--- config.mk ---
export PLATFORM = sky130hd
export DESIGN_NAME = tcc_channel
export DESIGN_NICKNAME = d
export VERILOG_FILES = /design/src/rtl/tcc_pkg.sv /design/src/rtl/tcc_pin_sync.sv /design/src/rtl/tcc_event_det.sv /design/src/rtl/tcc_status_reg.sv /design/src/rtl/tcc_channel.sv
export SDC_FILE = /design/constraint.sdc
export NUM_CORES = 1
export LEC_CHECK = 0
export BUFFER_PORTS_ARGS = -buffer_cell sky130_fd_sc_hd__buf_2
export CORE_MARGIN = 1.5
export CORE_UTILIZATION = 25
export DETAILED_ROUTE_END_ITERATION = 16
export GPL_TIMING_DRIVEN = 0
export SLEW_MARGIN = 20
export SYNTH_ARGS = -nofsm -noshare
export SYNTH_HDL_FRONTEND = slang
export SYNTH_SLANG_ARGS = --single-unit
--- constraint.sdc ---
create_clock -name clk -period 3.4 [get_ports clk]
set_input_delay 0.17 -clock clk [delete_from_list [all_inputs] [get_ports clk]]
set_output_delay 0.17 -clock clk [all_outputs]
set_load 0.005 [all_outputs]
--- src/rtl/tcc_pkg.sv ---
package tcc_pkg;

  typedef struct packed {
    logic       flag;
    logic       ie;
    logic [1:0] mode;
    logic [1:0] edge_sel;
    logic       tov;
    logic       maxd;
  } ctrl_t;

  localparam logic [1:0] MODE_CAPTURE = 2'b00;

  localparam logic [1:0] EDGE_OFF  = 2'b00;
  localparam logic [1:0] EDGE_RISE = 2'b01;
  localparam logic [1:0] EDGE_FALL = 2'b10;
  localparam logic [1:0] EDGE_BOTH = 2'b11;

endpackage

--- src/rtl/tcc_pin_sync.sv ---
module tcc_pin_sync #(
  parameter int STAGES = 2
) (
  input  logic clk,
  input  logic rst,
  input  logic pin_i,
  output logic rise_o,
  output logic fall_o
);

  logic [STAGES-1:0] chain_q;
  logic              last_q;

  always_ff @(posedge clk) begin
    if (rst) begin
      chain_q <= '0;
      last_q  <= 1'b0;
    end else begin
      chain_q[0] <= pin_i;
      for (int i = 1; i < STAGES; i++) chain_q[i] <= chain_q[i-1];
      last_q <= chain_q[STAGES-1];
    end
  end

  assign rise_o = chain_q[STAGES-1] & ~last_q;
  assign fall_o = ~chain_q[STAGES-1] & last_q;

endmodule

--- src/rtl/tcc_event_det.sv ---
module tcc_event_det
  import tcc_pkg::*;
#(
  parameter int CNT_W = 16
) (
  input  logic             clk,
  input  logic             rst,
  input  logic [CNT_W-1:0] cnt_i,
  input  logic [CNT_W-1:0] ref_i,
  input  logic [1:0]       mode_i,
  input  logic [1:0]       edge_sel_i,
  input  logic             rise_i,
  input  logic             fall_i,
  output logic             evt_o,
  output logic             cap_o
);

  logic match, match_d, edge_hit, is_capture;

  assign match      = (cnt_i == ref_i);
  assign is_capture = (mode_i == MODE_CAPTURE);

  always_ff @(posedge clk) begin
    if (rst) match_d <= 1'b0;
    else     match_d <= match;
  end

  always_comb begin
    case (edge_sel_i)
      EDGE_RISE: edge_hit = rise_i;
      EDGE_FALL: edge_hit = fall_i;
      EDGE_BOTH: edge_hit = rise_i | fall_i;
      default:   edge_hit = 1'b0;
    endcase
  end

  assign cap_o = is_capture & edge_hit;
  assign evt_o = is_capture ? edge_hit : (match & ~match_d);

  // a match held over several cycles yields one event only
  assert_compare_once_R2: assert property (@(posedge clk) disable iff (rst)
    (!is_capture && match && match_d) |-> !evt_o);

endmodule

--- src/rtl/tcc_status_reg.sv ---
module tcc_status_reg
  import tcc_pkg::*;
(
  input  logic       clk,
  input  logic       rst,
  input  logic       rd_i,
  input  logic       wr_i,
  input  logic [7:0] wdata_i,
  input  logic       evt_i,
  output ctrl_t      ctrl_o,
  output logic       irq_o
);

  ctrl_t ctrl_q, ctrl_n;
  logic  arm_q, arm_n, irq_q;

  always_comb begin
    ctrl_n = ctrl_q;
    arm_n  = arm_q;
    if (wr_i) begin
      ctrl_n.ie       = wdata_i[6];
      ctrl_n.mode     = wdata_i[5:4];
      ctrl_n.edge_sel = wdata_i[3:2];
      ctrl_n.tov      = wdata_i[1];
      ctrl_n.maxd     = wdata_i[0];
      if (arm_q && !wdata_i[7]) ctrl_n.flag = 1'b0;
      arm_n = 1'b0;
    end else if (rd_i && ctrl_q.flag) begin
      arm_n = 1'b1;
    end
    if (evt_i) begin
      ctrl_n.flag = 1'b1;
      arm_n       = 1'b0;
    end
  end

  always_ff @(posedge clk) begin
    if (rst) begin
      ctrl_q <= '0;
      arm_q  <= 1'b0;
      irq_q  <= 1'b0;
    end else begin
      ctrl_q <= ctrl_n;
      arm_q  <= arm_n;
      irq_q  <= ctrl_n.flag & ctrl_n.ie;
    end
  end

  assign ctrl_o = ctrl_q;
  assign irq_o  = irq_q;

  // a read with the flag set arms the clear
  assert_arm_on_read_R3: assert property (@(posedge clk) disable iff (rst)
    (rd_i && !wr_i && ctrl_q.flag && !evt_i) |=> arm_q);
  // the flag falls only after an armed zero write
  assert_flag_clear_R3: assert property (@(posedge clk) disable iff (rst)
    $fell(ctrl_q.flag) |-> $past(wr_i && arm_q && !wdata_i[7]));
  // an event always leaves the flag set
  assert_event_sets_R4: assert property (@(posedge clk) disable iff (rst)
    evt_i |=> ctrl_q.flag);
  // a write never raises the flag
  assert_no_set_by_write_R5: assert property (@(posedge clk) disable iff (rst)
    (wr_i && !evt_i && !ctrl_q.flag) |=> !ctrl_q.flag);
  // request line agrees with flag and enable
  assert_irq_R6: assert property (@(posedge clk) disable iff (rst)
    irq_q == (ctrl_q.flag && ctrl_q.ie));

endmodule

--- src/rtl/tcc_channel.sv ---
module tcc_channel
  import tcc_pkg::*;
#(
  parameter int CNT_W       = 16,
  parameter int ADDR_W      = 2,
  parameter int SYNC_STAGES = 2
) (
  input  logic              clk,
  input  logic              rst,
  input  logic [CNT_W-1:0]  cnt_i,
  input  logic              pin_i,
  input  logic              bus_rd_i,
  input  logic              bus_wr_i,
  input  logic [ADDR_W-1:0] bus_addr_i,
  input  logic [7:0]        bus_wdata_i,
  output logic [7:0]        bus_rdata_o,
  output logic              bus_rvalid_o,
  output logic              irq_o
);

  localparam int NBYTES = CNT_W / 8;

  logic             sel_ctrl, rise, fall, evt, cap;
  ctrl_t            ctrl;
  logic [CNT_W-1:0] val_q;
  logic [7:0]       rd_mux, rdata_q;
  logic             rvalid_q;

  assign sel_ctrl = (bus_addr_i == '0);

  tcc_pin_sync #(.STAGES(SYNC_STAGES)) u_sync (
    .clk(clk), .rst(rst), .pin_i(pin_i), .rise_o(rise), .fall_o(fall)
  );

  tcc_event_det #(.CNT_W(CNT_W)) u_det (
    .clk(clk), .rst(rst), .cnt_i(cnt_i), .ref_i(val_q),
    .mode_i(ctrl.mode), .edge_sel_i(ctrl.edge_sel),
    .rise_i(rise), .fall_i(fall), .evt_o(evt), .cap_o(cap)
  );

  tcc_status_reg u_stat (
    .clk(clk), .rst(rst),
    .rd_i(bus_rd_i && sel_ctrl), .wr_i(bus_wr_i && sel_ctrl),
    .wdata_i(bus_wdata_i), .evt_i(evt),
    .ctrl_o(ctrl), .irq_o(irq_o)
  );

  always_ff @(posedge clk) begin
    if (rst) begin
      val_q <= '0;
    end else if (cap) begin
      val_q <= cnt_i;
    end else if (bus_wr_i) begin
      for (int k = 0; k < NBYTES; k++)
        if (bus_addr_i == ADDR_W'(k + 1)) val_q[8*k +: 8] <= bus_wdata_i;
    end
  end

  always_comb begin
    rd_mux = ctrl;
    for (int k = 0; k < NBYTES; k++)
      if (bus_addr_i == ADDR_W'(k + 1)) rd_mux = val_q[8*k +: 8];
  end

  always_ff @(posedge clk) begin
    if (rst) begin
      rdata_q  <= '0;
      rvalid_q <= 1'b0;
    end else begin
      rvalid_q <= bus_rd_i;
      if (bus_rd_i) rdata_q <= rd_mux;
    end
  end

  assign bus_rdata_o  = rdata_q;
  assign bus_rvalid_o = rvalid_q;

  // capture loads the counter value on the flag-setting edge
  assert_capture_R8: assert property (@(posedge clk) disable iff (rst)
    cap |=> (val_q == $past(cnt_i)));
  // read data is valid one cycle after the request
  assert_rvalid_R10: assert property (@(posedge clk) disable iff (rst)
    bus_rd_i |=> bus_rvalid_o);

endmodule

* Word level (Yosys, flattened, before mapping)
Index checks and enable logic that the tools add are counted.
Word-level totals: register bits after elaboration 39, bits of input ports 31, output and inout bits 10, word-level logic and storage cells 54
Cells by class: equal/unequal tests 6, multiplexer cells 11, bitwise operators 9, reduce and logical (&&, ||, !) cells 13
Operators by type and width (count):
- $mux 8 | 5
- $mux 16 | 2
- $eq 16x16->1 | 1
- $eq 2x2->1 const B | 3
- $reduce_bool 2->1 | 3
- $and 1x1->1 | 5
- $eq 2x1->1 const B | 2
- $logic_and 1x1->1 | 4
- $logic_not 2->1 | 2
- $reduce_and 2->1 | 2
- $mux 1 | 3
- $not 1->1 | 3
- $pmux 1 s3 | 1
- $reduce_or 3->1 | 1
- $logic_not 1->1 | 1
- $or 1x1->1 | 1

* Logic depth before layout (Yosys ltp)
Gate-level depths: netlist (run 1).
word-level depth 7, depth in mapped cells 8, depth with buffers taken out 6

* Hierarchy
From an unflattened synthesis (run 1), not the netlist that was laid out.
Unflattened totals: cells, all modules 209, area total of the unflattened synthesis 2113.3 um2
By module, submodules not included:
- tcc_channel | instances 1, cells each 142, area each 1442.6 um2, seq. area each 500.5 um2
- tcc_status_reg | instances 1, cells each 32, area each 356.6 um2, seq. area each 200.2 um2
- tcc_event_det | instances 1, cells each 27, area each 222.7 um2, seq. area each 20.0 um2
- tcc_pin_sync | instances 1, cells each 8, area each 91.3 um2, seq. area each 60.1 um2

* Worst setup path before layout (run 1)
OpenSTA, ideal clock, no wires.
path type register to register, from register u_sync.chain_q[1], to register u_stat.arm_q, library setup time 0.059 ns, arrival 1.537 ns, data required time 3.341 ns, setup slack 1.804 ns, cell stages (with the launch flop) 9, path buffers 2, clock period less this slack 1.596 ns, path through dfxtp_1 inv_1 ha_1 or2_1 a31oi_4 nand2b_1 buf_2 buf_6 o311a_1
Between the ends: longest elaborated chain between the ends 6, elaborated cells between the ends (all ways) 7, those cells by class mux (2); bitwise (4); reduce/logical (1)
Ends and longest elaborated chain:
- from (decl) | line tcc_pin_sync.sv:11 | logic [STAGES-1:0] chain_q;
- from (signal assigned) | line tcc_pin_sync.sv:16 | chain_q <= '0;
- $not 1->1 | line tcc_pin_sync.sv:26 | assign fall_o = ~chain_q[STAGES-1] & last_q;
- $and 1x1->1 | line tcc_pin_sync.sv:26
- $or 1x1->1 | line tcc_event_det.sv:32 | EDGE_BOTH: edge_hit = rise_i | fall_i;
- $pmux 1 s3 * | line tcc_event_det.sv:29 | case (edge_sel_i)
- $mux 1 * | line tcc_event_det.sv:38 | assign evt_o = is_capture ? edge_hit : (match & ~match_d);
- $reduce_or 3->1 (no source line) *
- to (signal assigned) | line tcc_status_reg.sv:44 | arm_q <= arm_n;
- to (decl) | line tcc_status_reg.sv:15 | logic arm_q, arm_n, irq_q;
Mark *: on every way between the ends. The rest lies on a longest branch, timed or not. A chain may end at the register's enable or synchronous reset.

* Final worst setup path (run 1)
from register u_sync.chain_q[1], to register val_q[11]
Between the ends: longest elaborated chain between the ends 7, elaborated cells between the ends (all ways) 10, those cells by class mux (2); bitwise (5); reduce/logical (3)
Ends and longest elaborated chain:
- $not 1->1 | line tcc_pin_sync.sv:26
- $and 1x1->1 | line tcc_pin_sync.sv:26
- $or 1x1->1 | line tcc_event_det.sv:32
- $pmux 1 s3 * | line tcc_event_det.sv:29
- $and 1x1->1 * | line tcc_event_det.sv:37 | assign cap_o = is_capture & edge_hit;
- $reduce_bool 2->1 (no source line)
- $reduce_and 2->1 (no source line)
- to (signal assigned) | line tcc_channel.sv:52 | val_q <= cnt_i;
- to (signal, indexed assignment) | line tcc_channel.sv:55 | if (bus_addr_i == ADDR_W'(k + 1)) val_q[8*k +: 8] <= bus_wdata_i;
- to (decl) | line tcc_channel.sv:25 | logic [CNT_W-1:0] val_q;
Marks and branches as above.

==> results of run 1 <==
-- cell type report --
| class | count | share of cell area |
|---|---|---|
| Timing Repair Buffer | 38 | 0.0784 |
| Tap cell | 102 | 0.0526 |
| Sequential cell | 39 | 0.322 |
| Buffer | 15 | 0.0377 |
| Clock buffer | 6 | 0.0341 |
| Inverter | 3 | 0.00464 |
| Multi-Input combinational cell | 147 | 0.456 |
| Clock inverter | 2 | 0.0144 |
-- per-stage QoR --
| step | cells | util | power (W) |
|---|---|---|---|
| floorplan | 204 | - | 0.000581 |
| global placement | 344 | 0.299 | 0.000637 |
| detailed placement | 344 | 0.299 | 0.000639 |
| CTS | 352 | 0.314 | 0.00105 |
| global route | 352 | 0.314 | 0.00108 |
| finish | 352 | 0.314 | 0.00104 |
-- worst reg2reg max path: stages (launching register included) --
cell and delay (ps):
dfxtp_1 340, inv_1 60, ha_1 160, or2_1 240, a31oi_4 330, nand2b_1 150
buf_2 220, buf_6 180, a211oi_1 80
-- logic make-up (layout without fill, tap and decap cells) --
kind of cell    after synthesis  count (layout)  synth area share
buf+inv                      18              64            0.0516
compound gates               40              40             0.157
fa+ha+maj                     2               2            0.0126
flops                        39              39             0.392
xor+xnor                     16              16            0.0704
simple gates                 58              58             0.160
mux                          31              31             0.156
-- sequential cells by signal, summed over array words and instances, names as in the netlist --
register and count:
bus_rvalid_o 1, u_sync.last_q 1, u_stat.arm_q 1, u_det.match_d 1, u_sync.chain_q 2, u_stat.irq_o 1
u_stat.ctrl_o 8, val_q 16, bus_rdata_o 8
-- cell usage after synthesis (all sizes together) --
cell,number
or4,1
nor2b,3
nor3b,1
nand3b,3
mux2i,31
and3b,1
a31oi,2
or3,1
ha,2
o211ai,3
nor2,15
dfxtp,39
o311a,1
buf,6
inv,3
or2b,1
nand2,2
a21oi,3
nand2b,5
xor2,16
nand4,1
o21ai,3
clkbuf,9
a211oi,19
o22ai,2
nor3,17
o22a,6
a2bb2oi,1
nor4,4
or2,3
-- path summary, 6_finish.rpt --
path	from	endpoint	slack [ps]	depth (start not counted)
min reg2reg	u_sync.chain_q[0]	u_sync.chain_q[1]	450	1
max reg2reg	u_sync.chain_q[1]	val_q[11]	1520	8
min	pin_i	u_sync.chain_q[0]	80	2
max	u_sync.chain_q[1]	val_q[11]	1520	8
-- where the power goes --
group	internal, W	leakage, nW	total (W)	switching (W)
clock	0.000238	0.0612	0.000410	0.000173
sequential	0.000475	0.318	0.000489	0.0000138
combinational	0.0000625	0.692	0.000139	0.0000767
total	0.000775	1.07	0.00104	0.000263
-- metal layers --
metal  GRT usage  share of wire
met5           0              0
met4      0.0423         0.0090
met3      0.0290          0.049
met2       0.219           0.46
met1       0.180           0.48
==> impl_metrics.py, run 1 <==
metrics = {
    "clocking": {
        "post_cts.repair.setup_buffers": 0,
        "clockBufferDepth": 2,
        "clk_pin_slew_ps": 80,
        "clock-root-buffer": "clkbuf_8",
        "cts_tree": "built",
        "cts_resized": 0,
        "cts_sinks": 39,
        "cts-buffers-inserted": 5,
        "htreeDepth": 2,
        "clkLatencyLatePin_ps": 290,
        "cts-hold-fix-buffers": 0,
    },
    "layout": {
        "ff_latch_area_um2": 781,
        "multi_input_area_um2": 1110,
        "area_delta_synth_final_pct": 21.9,
        "mostFrequentLayoutCells": "buf_2 (40), dfxtp_1 (39), mux2i_1 (31), a211oi_1 (19), nor3_1 (17)",
        "drive_gt1_frac": 0.232,
        "layout_commonest_cell": "buf_2",
        "num_antenna_cells": 0,
        "final_nets": 282,
        "fill_cells": 819,
        "design_area_um2": 2420,
    },
    "floorplanning": {
        "core_um2": 7730,
        "dieArea_um2": 8500,
        "die_w_um": 92.2,
        "row_count": 32,
        "dieHeight_um": 92.2,
        "start_util": 0.257,
        "io_pins": 41,
    },
    "critical_path": {
        "cp_max_fo": 10,
        "worst-path-buf-inv": 3,
        "crit_family": "buffers and inverters",
        "worstPathArrival_ps": 2040,
        "slowest_stage": "dfxtp_1",
        "end_kind": "flip-flop",
        "start_kind": "flip-flop",
        "crit_type": "flip-flop to flip-flop",
        "crit_required_ps": 3560,
        "path_cells": "inv_1 -> ha_1 -> or2_1 -> a31oi_4 -> nand2b_1 -> buf_2 -> buf_6 -> a211oi_1",
        "critPathMaxStageDelay_ps": 340,
    },
    "sta": {
        "finalCritPeriodShare": 0.553,
        "setup_viol": 0,
        "min_period_ps": 1880,
        "final_hold_viol_count": 0,
        "rsz0062_at_grt": "false",
        "whs_ps": 77.6,
        "finalWorstSetupSlack_ps": 1520,
        "skew_ps": 4.92,
        "worst_slew_pin_slew_ps": 605,
        "fmax_ghz": 0.532,
        "fin_tns_setup_ps": 0,
        "slew_headroom": 0.597,
        "slew_violations": 0,
    },
    "synthesis": {
        "syn-num-nets": 237,
        "synth_seq_cells": 39,
        "yosysSeqAreaShare": 0.392,
        "syn_inst": 204,
        "avgSynthCellArea_um2": 9.75,
        "synth_top_cell_area_share": 0.392,
        "yosys-top-cells-area": "dfxtp_1 (39%), mux2i_1 (16%), a211oi_1 (7.2%)",
        "yosysUniqueCellTypes": 34,
        "netlist_area_um2": 1990,
        "yosys.area.top_type": "dfxtp_1",
        "yosys_warnings": 0,
    },
    "route": {
        "wl_per_cell_um": 15.5,
        "first_iter_violations": 102,
        "vias_per_cell": 4.74,
        "dr.pass1.iters": 4,
        "wirelength_mm": 5.46,
        "via_count": 1670,
        "ant_nets": 0,
        "drc": 0,
    },
    "placement": {
        "dpl_worst_slack_ps": 1530,
        "postPlaceCellArea_um2": 2310,
        "dp_hpwl_mm": 4.08,
        "routabilityCongestion": 0.827,
        "io_buffer_count": 38,
    },
    "pwr": {
        "power_density_nw_per_um2": 428,
        "peakVddDrop_mv": 0.134,
        "leakage_nw": 1.07,
    },
    "grt": {
        "antenna_found_initial": 0,
        "grt_pass1_wl_mm": 8.79,
        "grt_pass1_vias": 1675,
        "grt_start_max_net_pins": 13,
        "track_usage": 0.136,
        "overflow": 0,
    },
    "hold_path": {
        "hp-class": "input port to flip-flop",
    },
    "run_status": {
        "status": "finished, final reports clean",
    },
    "job": {
        "cap_violations": 0,
    },
}
Note: power is estimated with default switching activity, not from simulation.
==> inputs of run 2 (changes only) <==
Clock period 3.4 ns to 1.6 ns, I/O delays scaled along.
==> run 2 against run 1 <==
  * Register-to-register slack got worse by 1500 ps
  * Sequential power increased by 110%
  * Design area increased by 11%
  * Wire length increased by 9.2%
  * Sequential share of layout area decreased by 3.2 points
  * Die area unchanged
  * Core utilization increased by 3.6 points
  * Highest routed layer unchanged
==> impl_metrics.py, run 2 (synthesized netlist as in run 1, its figures left out) <==
metrics = {
    "clocking": {
        "cts_sinks": 39,
        "clkLatencyLatePin_ps": 300,
        "clockBufferDepth": 2,
        "clk_pin_slew_ps": 80,
        "cts_tree": "built",
        "cts-buffers-inserted": 5,
        "clock-root-buffer": "clkbuf_8",
        "htreeDepth": 2,
    },
    "grt": {
        "grt_pass1_vias": 1731,
        "overflow": 0,
        "antenna_found_initial": 0,
        "grt_pass1_wl_mm": 9.19,
        "grt_start_max_net_pins": 13,
        "track_usage": 0.141,
    },
    "critical_path": {
        "crit_start": "u_sync.chain_q[1]",
        "crit_required_ps": 1810,
        "worstPathArrival_ps": 1800,
        "path_cells": "inv_2 -> ha_4 -> or2_4 -> a31oi_4 -> buf_6 -> buf_6 -> nor3_2 -> a211oi_1",
        "cp_max_fo": 4,
        "rr_startpoint": "u_sync.chain_q[1]",
        "crit_type": "flip-flop to flip-flop",
        "start_kind": "flip-flop",
        "slowest_stage": "dfxtp_2",
        "critPathMaxStageDelay_ps": 360,
        "end_kind": "flip-flop",
        "cpMostUsedCell": "buf_6",
    },
    "layout": {
        "fill_cells": 792,
        "design_area_um2": 2700,
        "fin_cells": 359,
        "finalCoreUtilization": 0.349,
        "ff_latch_area_um2": 783,
        "largest_register_ff_count": 16,
        "max_flop_register": "val_q",
        "mostFrequentLayoutCells": "buf_2 (38), dfxtp_1 (37), mux2i_1 (31), xor2_1 (16), nor2_1 (15)",
        "area_delta_synth_final_pct": 35.7,
        "num_antenna_cells": 0,
        "final_nets": 289,
        "multi_input_area_um2": 1250,
        "layout_commonest_cell": "buf_2",
        "drive_gt1_frac": 0.377,
    },
    "hold_path": {
        "hp-class": "input port to flip-flop",
        "min-delay-start": "bus_wdata_i[3]",
    },
    "pwr": {
        "power_density_nw_per_um2": 835,
        "leakage_nw": 1.18,
        "p_total_w": 0.00225,
        "peakVddDrop_mv": 0.296,
    },
    "route": {
        "drc": 0,
        "vias_per_cell": 4.92,
        "dr.pass1.iters": 4,
        "first_iter_violations": 98,
        "via_count": 1767,
        "ant_nets": 0,
        "wl_per_cell_um": 16.6,
        "wirelength_mm": 5.96,
    },
    "sta": {
        "min_period_ps": 1590,
        "skew_ps": 3.77,
        "fin_tns_setup_ps": 0,
        "slew_violations": 0,
        "slew_headroom": 0.553,
        "worst_slew_pin_slew_ps": 671,
        "finalCritPeriodShare": 0.997,
        "rsz0062_at_grt": "true",
        "fmax_ghz": 0.627,
        "setup_viol": 0,
        "final_hold_viol_count": 0,
    },
    "placement": {
        "io_buffer_count": 38,
        "postPlaceCellArea_um2": 2310,
        "placed_cells": 344,
        "routabilityCongestion": 0.827,
        "dp_hpwl_mm": 4.08,
    },
    "floorplanning": {
        "row_count": 32,
        "io_pins": 41,
        "dieArea_um2": 8500,
        "dieHeight_um": 92.2,
        "die_w_um": 92.2,
        "core_um2": 7730,
        "start_util": 0.257,
    },
    "run_status": {
        "status": "finished, final reports clean",
    },
    "job": {
        "cap_violations": 0,
    },
}
run 2: worst paths after layout:
kind                                          end  slack [ps]  depth (start not counted)
worst min-delay path             u_stat.ctrl_o[3]          80                          3
worst max register to register           val_q[9]           5                          8
worst max-delay path                     val_q[9]           5                          8
worst min register to register  u_sync.chain_q[1]         440                          1
run 2: critical path: cells and delay by family (launching register included):
family	cells	cell delay [ps]
flip-flops	1	360
AND/OR/NAND/NOR	2	290
buffers and inverters	3	320
AO/OA/AOI/OAI	2	380
adder cells (fa/ha/maj)	1	150
run 2: area by class of cell:
class / count / share of cell area
tap: 102 / 0.0473
inverter: 3 / 0.00417
buffer: 12 / 0.0306
clock buffer: 6 / 0.0306
sequential: 39 / 0.290
timing repair buffer: 48 / 0.120
clock inverter: 2 / 0.0130
multi-input combinational: 147 / 0.464
run 2: through the flow:
step	hold slack [ps]	setup WS, ps
floorplan	208	3.58
global placement	294	-255
detailed placement	293	-271
CTS	76.9	-48.9
global route	97.4	-70.3
finish	83.6	5.25
run 2: timing repair:
action                     in CTS  in global routing
setup endpoints to repair      19                 20
gates cloned                    1                  1
hold endpoints to repair        1                  0
gates resized for setup        17                 30
buffers inserted                7                  0
hold buffers                    1                  0
pin swaps                       3                 17
run 2: routing by layer:
layer	routed length, µm	vias to the layer above	GRT usage	part of all wire
met2	2880	46	0.230	0.48
met1	2680	860	0.183	0.45
met5	0	-	0	0
met4	83	0	0.0462	0.014
li1	-	852	-	-
met3	313	9	0.0340	0.052
run 2: power breakdown:
group          switching [W]  internal (W)  total [W]
Combinational       0.000184      0.000150   0.000334
Sequential         0.0000312       0.00101    0.00104
Clock               0.000373      0.000505   0.000878
==> inputs of run 3 (changes only) <==
Settings changed: CAP_MARGIN set to 20, CORE_UTILIZATION 25 to 49, GPL_TIMING_DRIVEN 0 to unset, PLACE_DENSITY set to 0.75.
==> run 3 against run 2 <==
  * The run now ends with negative setup slack left
  * Hold slack got worse by 13 ps
  * Worst setup slack lost 40 ps
  * Clock skew about the same
  * Via count fell by 3.8%
  * First-iteration DRC count is 14% higher
  * Core utilization rose by 32 points
  * Flip-flop and latch count unchanged
  * Sequential power about the same
  * Critical path type unchanged
  * Highest routed layer unchanged
==> impl_metrics.py, run 3 (synthesized netlist as in run 1, its figures left out) <==
metrics = {
    "run_status": {
        "status": "complete, but fails checks",
        "violations": "negative setup slack",
    },
    "sta": {
        "finalWorstSetupSlack_ps": -34.5,
        "skew_ps": 3.88,
        "min_period_ps": 1630,
        "setup_viol": 16,
        "finalCritPeriodShare": 1.02,
        "fin_tns_setup_ps": -294,
        "slew_headroom": 0.751,
        "fmax_ghz": 0.612,
        "final_hold_viol_count": 0,
        "slew_violations": 0,
        "worst_slew_pin_slew_ps": 372,
        "rsz0062_at_grt": "true",
    },
    "floorplanning": {
        "dieHeight_um": 66.7,
        "start_util": 0.528,
        "row_count": 22,
        "core_um2": 3770,
        "io_pins": 41,
        "die_w_um": 66.7,
        "dieArea_um2": 4450,
    },
    "route": {
        "wl_per_cell_um": 16.6,
        "vias_per_cell": 5.66,
        "via_count": 1699,
        "dr.pass1.iters": 4,
        "drc": 0,
        "wirelength_mm": 4.97,
        "first_iter_violations": 112,
        "ant_nets": 0,
    },
    "critical_path": {
        "reg2regPathDepth": 7,
        "end_kind": "flip-flop",
        "rrSetupSlack_ps": -30,
        "rr_startpoint": "u_sync.chain_q[1]",
        "start_kind": "flip-flop",
        "critPathMaxStageDelay_ps": 340,
        "cp_max_fo": 4,
        "worstPathArrival_ps": 1820,
        "crit_start": "u_sync.chain_q[1]",
        "crit_type": "flip-flop to flip-flop",
        "crit_required_ps": 1780,
        "regToRegEndpoint": "val_q[4]",
        "path_cells": "inv_2 -> ha_2 -> or2_4 -> a31oi_4 -> nand2b_4 -> clkbuf_16 -> a211oi_1",
        "slowest_stage": "dfxtp_2",
    },
    "clocking": {
        "clockBufferDepth": 2,
        "clkLatencyLatePin_ps": 300,
        "cts-buffers-inserted": 5,
        "htreeDepth": 2,
        "clock-root-buffer": "clkbuf_8",
        "cts_sinks": 39,
        "cts_tree": "built",
        "clk_pin_slew_ps": 80,
    },
    "hold_path": {
        "min-delay-start": "bus_wdata_i[5]",
        "hp-class": "input port to flip-flop",
        "holdPathStages": 3,
        "hold_end": "u_stat.ctrl_o[5]",
    },
    "placement": {
        "dp_hpwl_mm": 3.38,
        "dpl_worst_slack_ps": 21.1,
        "io_buffer_count": 40,
        "routabilityCongestion": 0.841,
    },
    "layout": {
        "max_flop_register": "val_q",
        "num_antenna_cells": 0,
        "layout_commonest_cell": "buf_2",
        "drive_gt1_frac": 0.325,
        "final_nets": 284,
        "mostFrequentLayoutCells": "buf_2 (40), dfxtp_1 (37), mux2i_1 (31), nor3_1 (17), xor2_1 (16)",
        "fill_cells": 303,
        "area_delta_synth_final_pct": 26.1,
        "largest_register_ff_count": 16,
    },
    "pwr": {
        "peakVddDrop_mv": 0.611,
        "power_density_nw_per_um2": 826,
        "leakage_nw": 1.14,
    },
    "grt": {
        "overflow": 0,
        "track_usage": 0.227,
        "antenna_found_initial": 0,
        "grt_start_max_net_pins": 23,
        "grt_pass1_wl_mm": 7.38,
        "grt_pass1_vias": 1610,
    },
    "job": {
        "cap_violations": 0,
    },
}
## run 3: cell types whose count changed in the layout (fill, tap and decap cells not counted), sizes merged
cell	previous run	this run
buf	50	52
bufinv	1	0
clkbuf	15	8
clkinvlp	0	1
## run 3: area by class of cell
class | count | area, µm² | share of cell area
Clock buffer | 6 | 82.6 | 0.0329
Clock inverter | 2 | 16.3 | 0.00648
Inverter | 3 | 11.3 | 0.00449
Multi-Input combinational cell | 147 | 1180 | 0.470
Sequential cell | 39 | 783 | 0.312
Tap cell | 48 | 60.1 | 0.0239
Timing Repair Buffer | 55 | 377 | 0.150
## run 3: worst max path at each step
stage | endpoint | slack [ps]
after floorplan | u_stat.arm_q | 4
after global placement | val_q[12] | 70
after detailed placement | u_stat.ctrl_o[7] | 20
after CTS | val_q[2] | -8
after global routing | val_q[8] | -90
final | val_q[4] | -30
## run 3: power by group
part / internal (W) / switching (W) / leakage, nW
combinational: 0.000146 / 0.000164 / 0.778
sequential: 0.00101 / 0.0000298 / 0.319
clock: 0.000352 / 0.000371 / 0.0474
total: 0.00151 / 0.000565 / 1.14
## run 3: metal layers
| metal | up-vias | GRT usage | part of all wire |
|---|---|---|---|
| met1 | 797 | 0.293 | 0.47 |
| met5 | - | 0 | 0 |
| met2 | 51 | 0.368 | 0.45 |
| met4 | 0 | 0.0995 | 0.025 |
| li1 | 840 | - | - |
| met3 | 11 | 0.0422 | 0.049 |
## run 3: per-stage QoR
step                utilization  power (W)  cells  instance area [µm²]  hold slack, ps
floorplan                     -    0.00123    204                 1990             208
global placement          0.594    0.00134    288                 2240             297
detailed placement        0.594    0.00134    288                 2240             324
CTS                       0.620    0.00205    296                 2340            2.86
global route              0.665    0.00216    300                 2510            81.0
finish                    0.665    0.00207    300                 2510            70.5
## run 3: critical path: cells and delay by family, from the launching register on
kind / cells / cell delay (ps)
DFF: 1 / 340
buffers and inverters: 2 / 200
adders and majority gates: 1 / 150
AOI/OAI and AO/OA: 2 / 330
and+or+nand+nor: 2 / 500
## run 3: repair_timing
| item | in CTS | in global routing |
|---|---|---|
| cloned | 0 | 2 |
| endpoints found under the hold margin | 0 | 1 |
| setup endpoints to repair | 1 | 18 |
| pin swaps | 0 | 6 |
| hold buffers | 0 | 1 |
| gates resized for setup | 0 | 24 |
| setup buffers | 0 | 1 |
